==> config.mk <==
export PLATFORM = sky130hd
export DESIGN_NAME = pll_ctrl_regs
export DESIGN_NICKNAME = d
export VERILOG_FILES = /design/src/rtl/pll_cfg_pkg.sv /design/src/rtl/pll_prog_reg.sv /design/src/rtl/pll_ctrl_reg.sv /design/src/rtl/pll_rd_mux.sv /design/src/rtl/pll_ctrl_regs.sv
export SDC_FILE = /design/constraint.sdc
export NUM_CORES = 1
export LEC_CHECK = 0
export BUFFER_PORTS_ARGS = -buffer_cell sky130_fd_sc_hd__buf_4
export CAP_MARGIN = 20
export CORE_MARGIN = 1
export CORE_UTILIZATION = 25
export CTS_BUF_LIST = sky130_fd_sc_hd__clkbuf_8 sky130_fd_sc_hd__clkbuf_16
export DETAILED_ROUTE_END_ITERATION = 10
export GPL_TIMING_DRIVEN = 0
export PLACE_DENSITY = 0.62
export SLEW_MARGIN = 20
export SYNTH_ARGS = -nofsm -noshare
export SYNTH_HDL_FRONTEND = slang
export SYNTH_SLANG_ARGS = --single-unit
==> constraint.sdc <==
create_clock -name clk -period 1.2 [get_ports clk]
set_input_delay 0.24 -clock clk [delete_from_list [all_inputs] [get_ports clk]]
set_output_delay 0.24 -clock clk [all_outputs]
set_load 0.05 [all_outputs]
==> src/rtl/pll_cfg_pkg.sv <==
package pll_cfg_pkg;
  localparam int unsigned BYTE_W = 8;
  localparam int unsigned NIB_W  = 4;
  localparam int unsigned ADDR_W = 2;

  typedef struct packed {
    logic vco_sel;
    logic pll_on;
  } ctrl_bits_t;
endpackage

==> src/rtl/pll_prog_reg.sv <==
module pll_prog_reg #(
  parameter int unsigned N_W   = 4,
  parameter int unsigned L_W   = 4,
  parameter logic [3:0]  RST_N = 4'd1
) (
  input  logic           clk,
  input  logic           rst_n,
  input  logic           wr_stb,
  input  logic [N_W-1:0] wr_n,
  input  logic [L_W-1:0] wr_l,
  output logic [N_W-1:0] n_raw,
  output logic [N_W-1:0] n_eff,
  output logic [L_W-1:0] l_q,
  output logic           l_nz
);
  // zero multiplier behaves exactly as one
  function automatic logic [N_W-1:0] f_eff_mult(input logic [N_W-1:0] n);
    if (n == '0) return N_W'(1);
    return n;
  endfunction

  always_ff @(posedge clk) begin
    if (!rst_n) begin
      n_raw <= N_W'(RST_N);
      l_q   <= '0;
    end else if (wr_stb) begin
      n_raw <= wr_n;
      l_q   <= wr_l;
    end
  end

  assign n_eff = f_eff_mult(n_raw);
  assign l_nz  = (l_q != '0);

  AST_EFF_N_NONZERO: assert property (@(posedge clk) disable iff (!rst_n)
    n_eff != '0);
  AST_PROG_LOAD: assert property (@(posedge clk) disable iff (!rst_n)
    wr_stb |=> (n_raw == $past(wr_n)) && (l_q == $past(wr_l)));
  AST_PROG_HOLD: assert property (@(posedge clk) disable iff (!rst_n)
    !wr_stb |=> $stable(n_raw) && $stable(l_q));
endmodule

==> src/rtl/pll_ctrl_reg.sv <==
module pll_ctrl_reg
  import pll_cfg_pkg::*;
(
  input  logic       clk,
  input  logic       rst_n,
  input  logic       wr_stb,
  input  logic       want_on,
  input  logic       want_sel,
  input  logic       l_nz,
  output ctrl_bits_t state_q,
  output logic       pll_en,
  output logic       sel_req
);
  // named write events, visible to the assertions
  logic on_set_ev, on_clr_ev, sel_set_ev, sel_clr_ev, joint_ev;
  logic sel_set_ok, on_clr_ok;
  ctrl_bits_t state_d;

  assign on_set_ev  = wr_stb &&  want_on  && !state_q.pll_on;
  assign on_clr_ev  = wr_stb && !want_on  &&  state_q.pll_on;
  assign sel_set_ev = wr_stb &&  want_sel && !state_q.vco_sel;
  assign sel_clr_ev = wr_stb && !want_sel &&  state_q.vco_sel;
  assign joint_ev   = (on_set_ev || on_clr_ev) && (sel_set_ev || sel_clr_ev);

  assign sel_set_ok = sel_set_ev && !joint_ev && state_q.pll_on && l_nz;
  assign on_clr_ok  = on_clr_ev && !state_q.vco_sel;

  always_comb begin
    state_d = state_q;
    if (on_set_ev) state_d.pll_on = 1'b1;
    if (on_clr_ok) state_d.pll_on = 1'b0;
    if (sel_set_ok) state_d.vco_sel = 1'b1;
    if (sel_clr_ev && !joint_ev) state_d.vco_sel = 1'b0;
  end

  always_ff @(posedge clk) begin
    if (!rst_n) state_q <= '0;
    else        state_q <= state_d;
  end

  assign pll_en  = state_q.pll_on && l_nz;
  assign sel_req = state_q.vco_sel && pll_en;

  AST_SEL_IMPLIES_ON: assert property (@(posedge clk) disable iff (!rst_n)
    state_q.vco_sel |-> state_q.pll_on);
  AST_SEL_BLOCKED_NO_L: assert property (@(posedge clk) disable iff (!rst_n)
    (sel_set_ev && !l_nz) |=> !state_q.vco_sel);
  AST_OFF_BLOCKED: assert property (@(posedge clk) disable iff (!rst_n)
    (on_clr_ev && state_q.vco_sel) |=> state_q.pll_on);
  AST_NO_JOINT_CHANGE: assert property (@(posedge clk) disable iff (!rst_n)
    joint_ev |=> $stable(state_q.vco_sel));
  AST_CTRL_HOLD: assert property (@(posedge clk) disable iff (!rst_n)
    !wr_stb |=> $stable(state_q));
endmodule

==> src/rtl/pll_rd_mux.sv <==
module pll_rd_mux #(
  parameter int unsigned DATA_W    = 8,
  parameter int unsigned ADDR_W    = 2,
  parameter int unsigned N_W       = 4,
  parameter int unsigned L_W       = 4,
  parameter int unsigned PROG_ADDR = 0,
  parameter int unsigned CTRL_ADDR = 1
) (
  input  logic [ADDR_W-1:0] addr,
  input  logic [N_W-1:0]    n_raw,
  input  logic [L_W-1:0]    l_q,
  input  logic              pll_on,
  input  logic              vco_sel,
  input  logic              lock,
  output logic [DATA_W-1:0] rdata
);
  localparam int unsigned CTRL_PAD = DATA_W - 3;

  always_comb begin
    rdata = '0;
    if (addr == ADDR_W'(PROG_ADDR))      rdata = {n_raw, l_q};
    else if (addr == ADDR_W'(CTRL_ADDR)) rdata = {{CTRL_PAD{1'b0}}, lock, vco_sel, pll_on};
  end
endmodule

==> src/rtl/pll_ctrl_regs.sv <==
module pll_ctrl_regs
  import pll_cfg_pkg::*;
#(
  parameter int unsigned DATA_W    = BYTE_W,
  parameter int unsigned A_W       = ADDR_W,
  parameter int unsigned N_W       = NIB_W,
  parameter int unsigned L_W       = NIB_W,
  parameter int unsigned PROG_ADDR = 0,
  parameter int unsigned CTRL_ADDR = 1
) (
  input  logic              clk,
  input  logic              rst_n,
  input  logic [A_W-1:0]    bus_addr,
  input  logic              bus_we,
  input  logic [DATA_W-1:0] bus_wdata,
  output logic [DATA_W-1:0] bus_rdata,
  input  logic              lock_in,
  output logic [N_W-1:0]    mult_n,
  output logic [L_W-1:0]    range_l,
  output logic              pll_enable,
  output logic              vco_select
);
  logic prog_wr, ctrl_wr, l_nz;
  logic [N_W-1:0] n_raw;
  ctrl_bits_t cstate;

  assign prog_wr = bus_we && (bus_addr == A_W'(PROG_ADDR));
  assign ctrl_wr = bus_we && (bus_addr == A_W'(CTRL_ADDR));

  pll_prog_reg #(.N_W(N_W), .L_W(L_W), .RST_N(4'd1)) u_prog (
    .clk(clk), .rst_n(rst_n), .wr_stb(prog_wr),
    .wr_n(bus_wdata[DATA_W-1 -: N_W]), .wr_l(bus_wdata[L_W-1:0]),
    .n_raw(n_raw), .n_eff(mult_n), .l_q(range_l), .l_nz(l_nz)
  );

  pll_ctrl_reg u_ctrl (
    .clk(clk), .rst_n(rst_n), .wr_stb(ctrl_wr),
    .want_on(bus_wdata[0]), .want_sel(bus_wdata[1]), .l_nz(l_nz),
    .state_q(cstate), .pll_en(pll_enable), .sel_req(vco_select)
  );

  pll_rd_mux #(.DATA_W(DATA_W), .ADDR_W(A_W), .N_W(N_W), .L_W(L_W),
               .PROG_ADDR(PROG_ADDR), .CTRL_ADDR(CTRL_ADDR)) u_rd (
    .addr(bus_addr), .n_raw(n_raw), .l_q(range_l), .pll_on(cstate.pll_on),
    .vco_sel(cstate.vco_sel), .lock(lock_in), .rdata(bus_rdata)
  );

  AST_EN_NEEDS_RANGE: assert property (@(posedge clk) disable iff (!rst_n)
    pll_enable |-> (range_l != '0));
  AST_REQ_NEEDS_EN: assert property (@(posedge clk) disable iff (!rst_n)
    vco_select |-> pll_enable);
endmodule

**Word level (Yosys, flattened, before mapping)**

Cells that the tools add are included.

- Eq/ne operators: 1
- Mux-type cells: 5
- Bitwise logic cells: 1
- Reductions and logical operators: 30

Operators with widths:

| operator | count |
|---|---|
| $logic_and 1x1->1 | 18 |
| $mux 4 | 2 |
| $mux 8 | 1 |
| $logic_not 1->1 | 5 |
| $logic_not 4->1 | 1 |
| $reduce_bool 4->1 | 1 |
| $reduce_or 2->1 | 2 |
| $mux 3 | 1 |
| $eq 2x1->1 const B | 1 |
| $logic_not 2->1 | 1 |
| $logic_or 1x1->1 | 2 |
| $mux 1 | 1 |
| $not 1->1 | 1 |

- Register bits after elaboration: 10
- Bits of input ports: 14
- Output and inout port bits: 18
- Logic and storage cells: 41

**Depth between registers and ports, before layout**

- Word-level depth: 10
- Gate-level depth with buffers: 5
- Gate-level depth less buffers: 3

**Modules after synthesis**

Synthesis repeated with hierarchy kept, for this count alone.

- Cell total of the unflattened synthesis: 56
- Area total of the unflattened synthesis: 533.0 um2

Modules (own cells, without submodules):

| module | instances | cells each | area each (um2) | sequential area each (um2) |
|---|---|---|---|---|
| pll_prog_reg | 1 | 31 | 325.3 | 160.2 |
| pll_ctrl_reg | 1 | 11 | 103.8 | 40.0 |
| pll_rd_mux | 1 | 12 | 82.6 | 0.0 |
| pll_ctrl_regs | 1 | 2 | 21.3 | 0.0 |

**Worst setup path after synthesis**

No wires, ideal clock.

- Path kind: register to output
- From: reg u_prog.l_q[0]
- To: out vco_select
- Data arrival time: 1.769 ns
- Required time: 0.960 ns
- Slack: -0.809 ns
- Cell stages (with the launch flop): 3
- Buffers on the path: 0
- Cells stage by stage: dfxtp_1 -> o41a_1 -> and2_1

- Longest elaborated chain between the ends: 3

Ends and longest elaborated chain:

| item | line | text |
|---|---|---|
| from (decl) | pll_prog_reg.sv:13 | `output logic [L_W-1:0] l_q,` |
| from (signal assigned) | pll_prog_reg.sv:28 | `l_q <= wr_l;` |
| $reduce_bool 4->1 | pll_prog_reg.sv:33 | `assign l_nz = (l_q != '0);` |
| $logic_and 1x1->1 | pll_ctrl_reg.sv:41 | `assign pll_en = state_q.pll_on && l_nz;` |
| net pll_enable | pll_ctrl_regs.sv:20 | `output logic pll_enable,` |
| $logic_and 1x1->1 | pll_ctrl_reg.sv:42 | `assign sel_req = state_q.vco_sel && pll_en;` |
| to (decl) | pll_ctrl_regs.sv:21 | `output logic vco_select` |

The timed path passes the listed nets, and every way through them passes these cells.

**Final worst setup path**

- From: reg u_prog.l_q[1]
- To: out vco_select

- Longest elaborated chain between the ends: 3

Ends and longest elaborated chain:

| item | line |
|---|---|
| $reduce_bool 4->1 | pll_prog_reg.sv:33 |
| $logic_and 1x1->1 | pll_ctrl_reg.sv:41 |
| $logic_and 1x1->1 | pll_ctrl_reg.sv:42 |

No other way between the ends.

==> impl_metrics.json <==
{
  "fin_setup_tns_ns": -1.13,
  "timing.final.crit_share_pct": 132,
  "synth_seq_cells": 10,
  "max_freq_ghz": 0.633,
  "cts_made_buffers": 3,
  "setup_viol": 8,
  "die_h_um": 48.6,
  "crit_type": "reg2out",
  "power.density_mw_per_mm2": 872,
  "worst_skew_pair.late_latency_ns": 0.23,
  "power_mw": 1.01,
  "yosys-top-cells-area": "dfxtp_1 37%, mux2i_1 20%, nor2b_1 8.1%, and2_1 6.9%, buf_6 4.1%",
  "root_buffer": "clkbuf_8",
  "yosys.area.top_type": "dfxtp_1",
  "synth_commonest_cells": "11 x mux2i_1, 10 x dfxtp_1, 7 x nor2b_1",
  "synth-xor-area-share_pct": 1.61,
  "drt_first_pass_iters": 4,
  "initial_core_util_pct": 27.1,
  "p_sw_mw": 0.262,
  "cap_violations": 0,
  "syn_inst": 58,
  "clockBufferDepth": 2,
  "dp.cells": 114,
  "worst_slack_ns": -0.379,
  "end_kind": "output pin",
  "final_nets": 116,
  "vias": 572,
  "diodes": 0,
  "pwr-share-clk_pct": 41.3,
  "p_int_mw": 0.746,
  "start_kind": "flop",
  "final_cell_count_no_fill": 128,
  "synth_most_common_cell": "mux2i_1",
  "grt_pass1_wl_um": 2730,
  "syn_nets": 72,
  "synth_top_family_by_area": "simple AND/OR/NAND/NOR gates",
  "synthSimpleGateAreaFrac_pct": 27.4,
  "grt_use_total_pct": 15.5,
  "ctsHoldBuffers": 0,
  "antenna_found_initial": 0,
  "drc": 0,
  "gp_congestion": 0.715,
  "min_path_type": "in2reg",
  "hold_viol_final": 0,
  "yosysUniqueCellTypes": 20,
  "layout_min_cycle_time_ns": 1.58,
  "first_global_vias": 606,
  "synth-seq-area-share_pct": 36.9,
  "htreeDepth": 1,
  "dpl_worst_slack_ns": -0.189,
  "slew_violations": 0,
  "boundaryPins": 32,
  "rsz0062_at_grt": "true",
  "cp.required_ns": 0.96,
  "synth-edff-count": 0,
  "drive_gt1_share_pct": 70.3,
  "synth_mux_area_share_pct": 20.3,
  "violations": "setup timing",
  "num_rows": 16,
  "fill_cells": 185,
  "ant_nets": 0,
  "irDropWorstVdd_v": 0.000506,
  "fp.coreArea_mm2": 0.00200,
  "die_area_mm2": 0.00236,
  "synth_fa_ha_area_share_pct": 0,
  "worstPathMaxFanout": 3,
  "synth-main-ff-cell": "dfxtp_1",
  "p_seq_share_pct": 34.8,
  "dieWidth_um": 48.6,
  "synthesis.area_um2": 543,
  "clock_sinks": 10,
  "swShare_pct": 26.0,
  "hold_ws_ns": 0.227,
  "pwr-share-comb_pct": 23.8,
  "p_leak_nw": 0.474,
  "synth_compound_area_share_pct": 6.91,
  "vias_per_cell": 4.47,
  "wl_um": 1700,
  "tightest_slew_ns": 0.358,
  "synthToLayoutAreaGrowth_pct": 113,
  "synth_top_area_share_pct": 36.9,
  "grt.overflow.total": 0,
  "cts_tree": "yes",
  "async_reset_ff_share_pct": 0,
  "slew-limit-headroom_pct": 76.2,
  "critPathArrivalTime_ns": 1.34,
  "status": "finished with violations",
  "portBuffers": 29,
  "first_iter_violations": 2,
  "skew_ns": 0.00194,
  "wl_per_cell_um": 13.3,
  "ys_warn_count": 0,
  "grt_max_degree": 11,
  "path_clk_slew_ns": 0.05,
  "dp_hpwl_um": 954,
  "syn_area_per_cell_um2": 9.36
}
## worst max-delay path: stages, from the launching register on
cell	delay, ns
dfxtp_4	0.35
o41a_4	0.47
and2_4	0.15
buf_8	0.14
## layer usage
metal	vias up	global-route usage (%)	share of wire, %
li1	280	-	-
met1	268	17.6	40
met2	22	27.1	53
met3	2	3.77	5.4
met4	0	7.35	1.2
met5	-	0	0
## registers in the layout, indices dropped and copies added, names as in the netlist
| register | count |
|---|---|
| u_ctrl.state_q | 2 |
| u_prog.n_raw | 4 |
| u_prog.l_q | 4 |
## path summary, 6_finish.rpt
path,cells after the start,endpoint,slack (ns),from
worst min register to register,2,u_prog.n_raw[0],0.51,u_prog.n_raw[0]
worst max-delay path,3,vco_select,-0.38,u_prog.l_q[1]
worst max register to register,3,u_ctrl.state_q[1],0.06,u_prog.l_q[1]
worst min-delay path,3,u_prog.n_raw[0],0.23,bus_wdata[4]
## cells by family (layout without fill, tap and decap cells)
logic type      count (synthesis)  count (layout)
flops                          10              10
buf+inv                         6              49
compound gates                  5               5
xor+xnor                        1               1
mux                            11              11
simple gates                   25              25
## power by group through the flow
stage	Clock [mW]	Sequential (mW)	Combinational [mW]
2_1_floorplan	0	0.372	0.0985
3_3_place_gp	0	0.358	0.181
3_5_place_dp	0	0.358	0.181
4_1_cts	0.430	0.350	0.219
5_1_grt	0.455	0.352	0.254
6_report	0.417	0.351	0.240
## placed cells by master, fill, tap and decap left out, drive strengths merged
master  instances
buf            43
mux2i          11
dfxtp          10
nor2b           7
and2            6
clkbuf          6
nor2            5
nand2           2
nor3            1
or2             1
o41a            1
nor3b           1
and3b           1
nand3b          1
o21ai           1
a21boi          1
xor2            1
o31ai           1
a31oi           1
## final cells by class
class                           count  area [um2]  area share, %
Clock buffer                        4        55.1           4.76
Tap cell                           27        33.8           2.92
Sequential cell                    10         218           18.8
Timing Repair Buffer               39         402           34.7
Multi-Input combinational cell     42         403           34.8
Buffer                              6        45.0           3.90
## stage by stage
step,cell area (um2),util [%]
5_1_grt,1160,57.8
2_1_floorplan,588,-
3_5_place_dp,840,41.9
6_report,1160,57.8
3_3_place_gp,840,41.9
4_1_cts,1060,53.2
## repair_timing
action / 4_1_cts / 5_1_grt
buffers inserted: 6 / 4
setup endpoints to repair: 11 / 14
resized for setup: 33 / 18
pin swaps: 1 / 1
No activity file was read; power rests on OpenSTA's default activity.
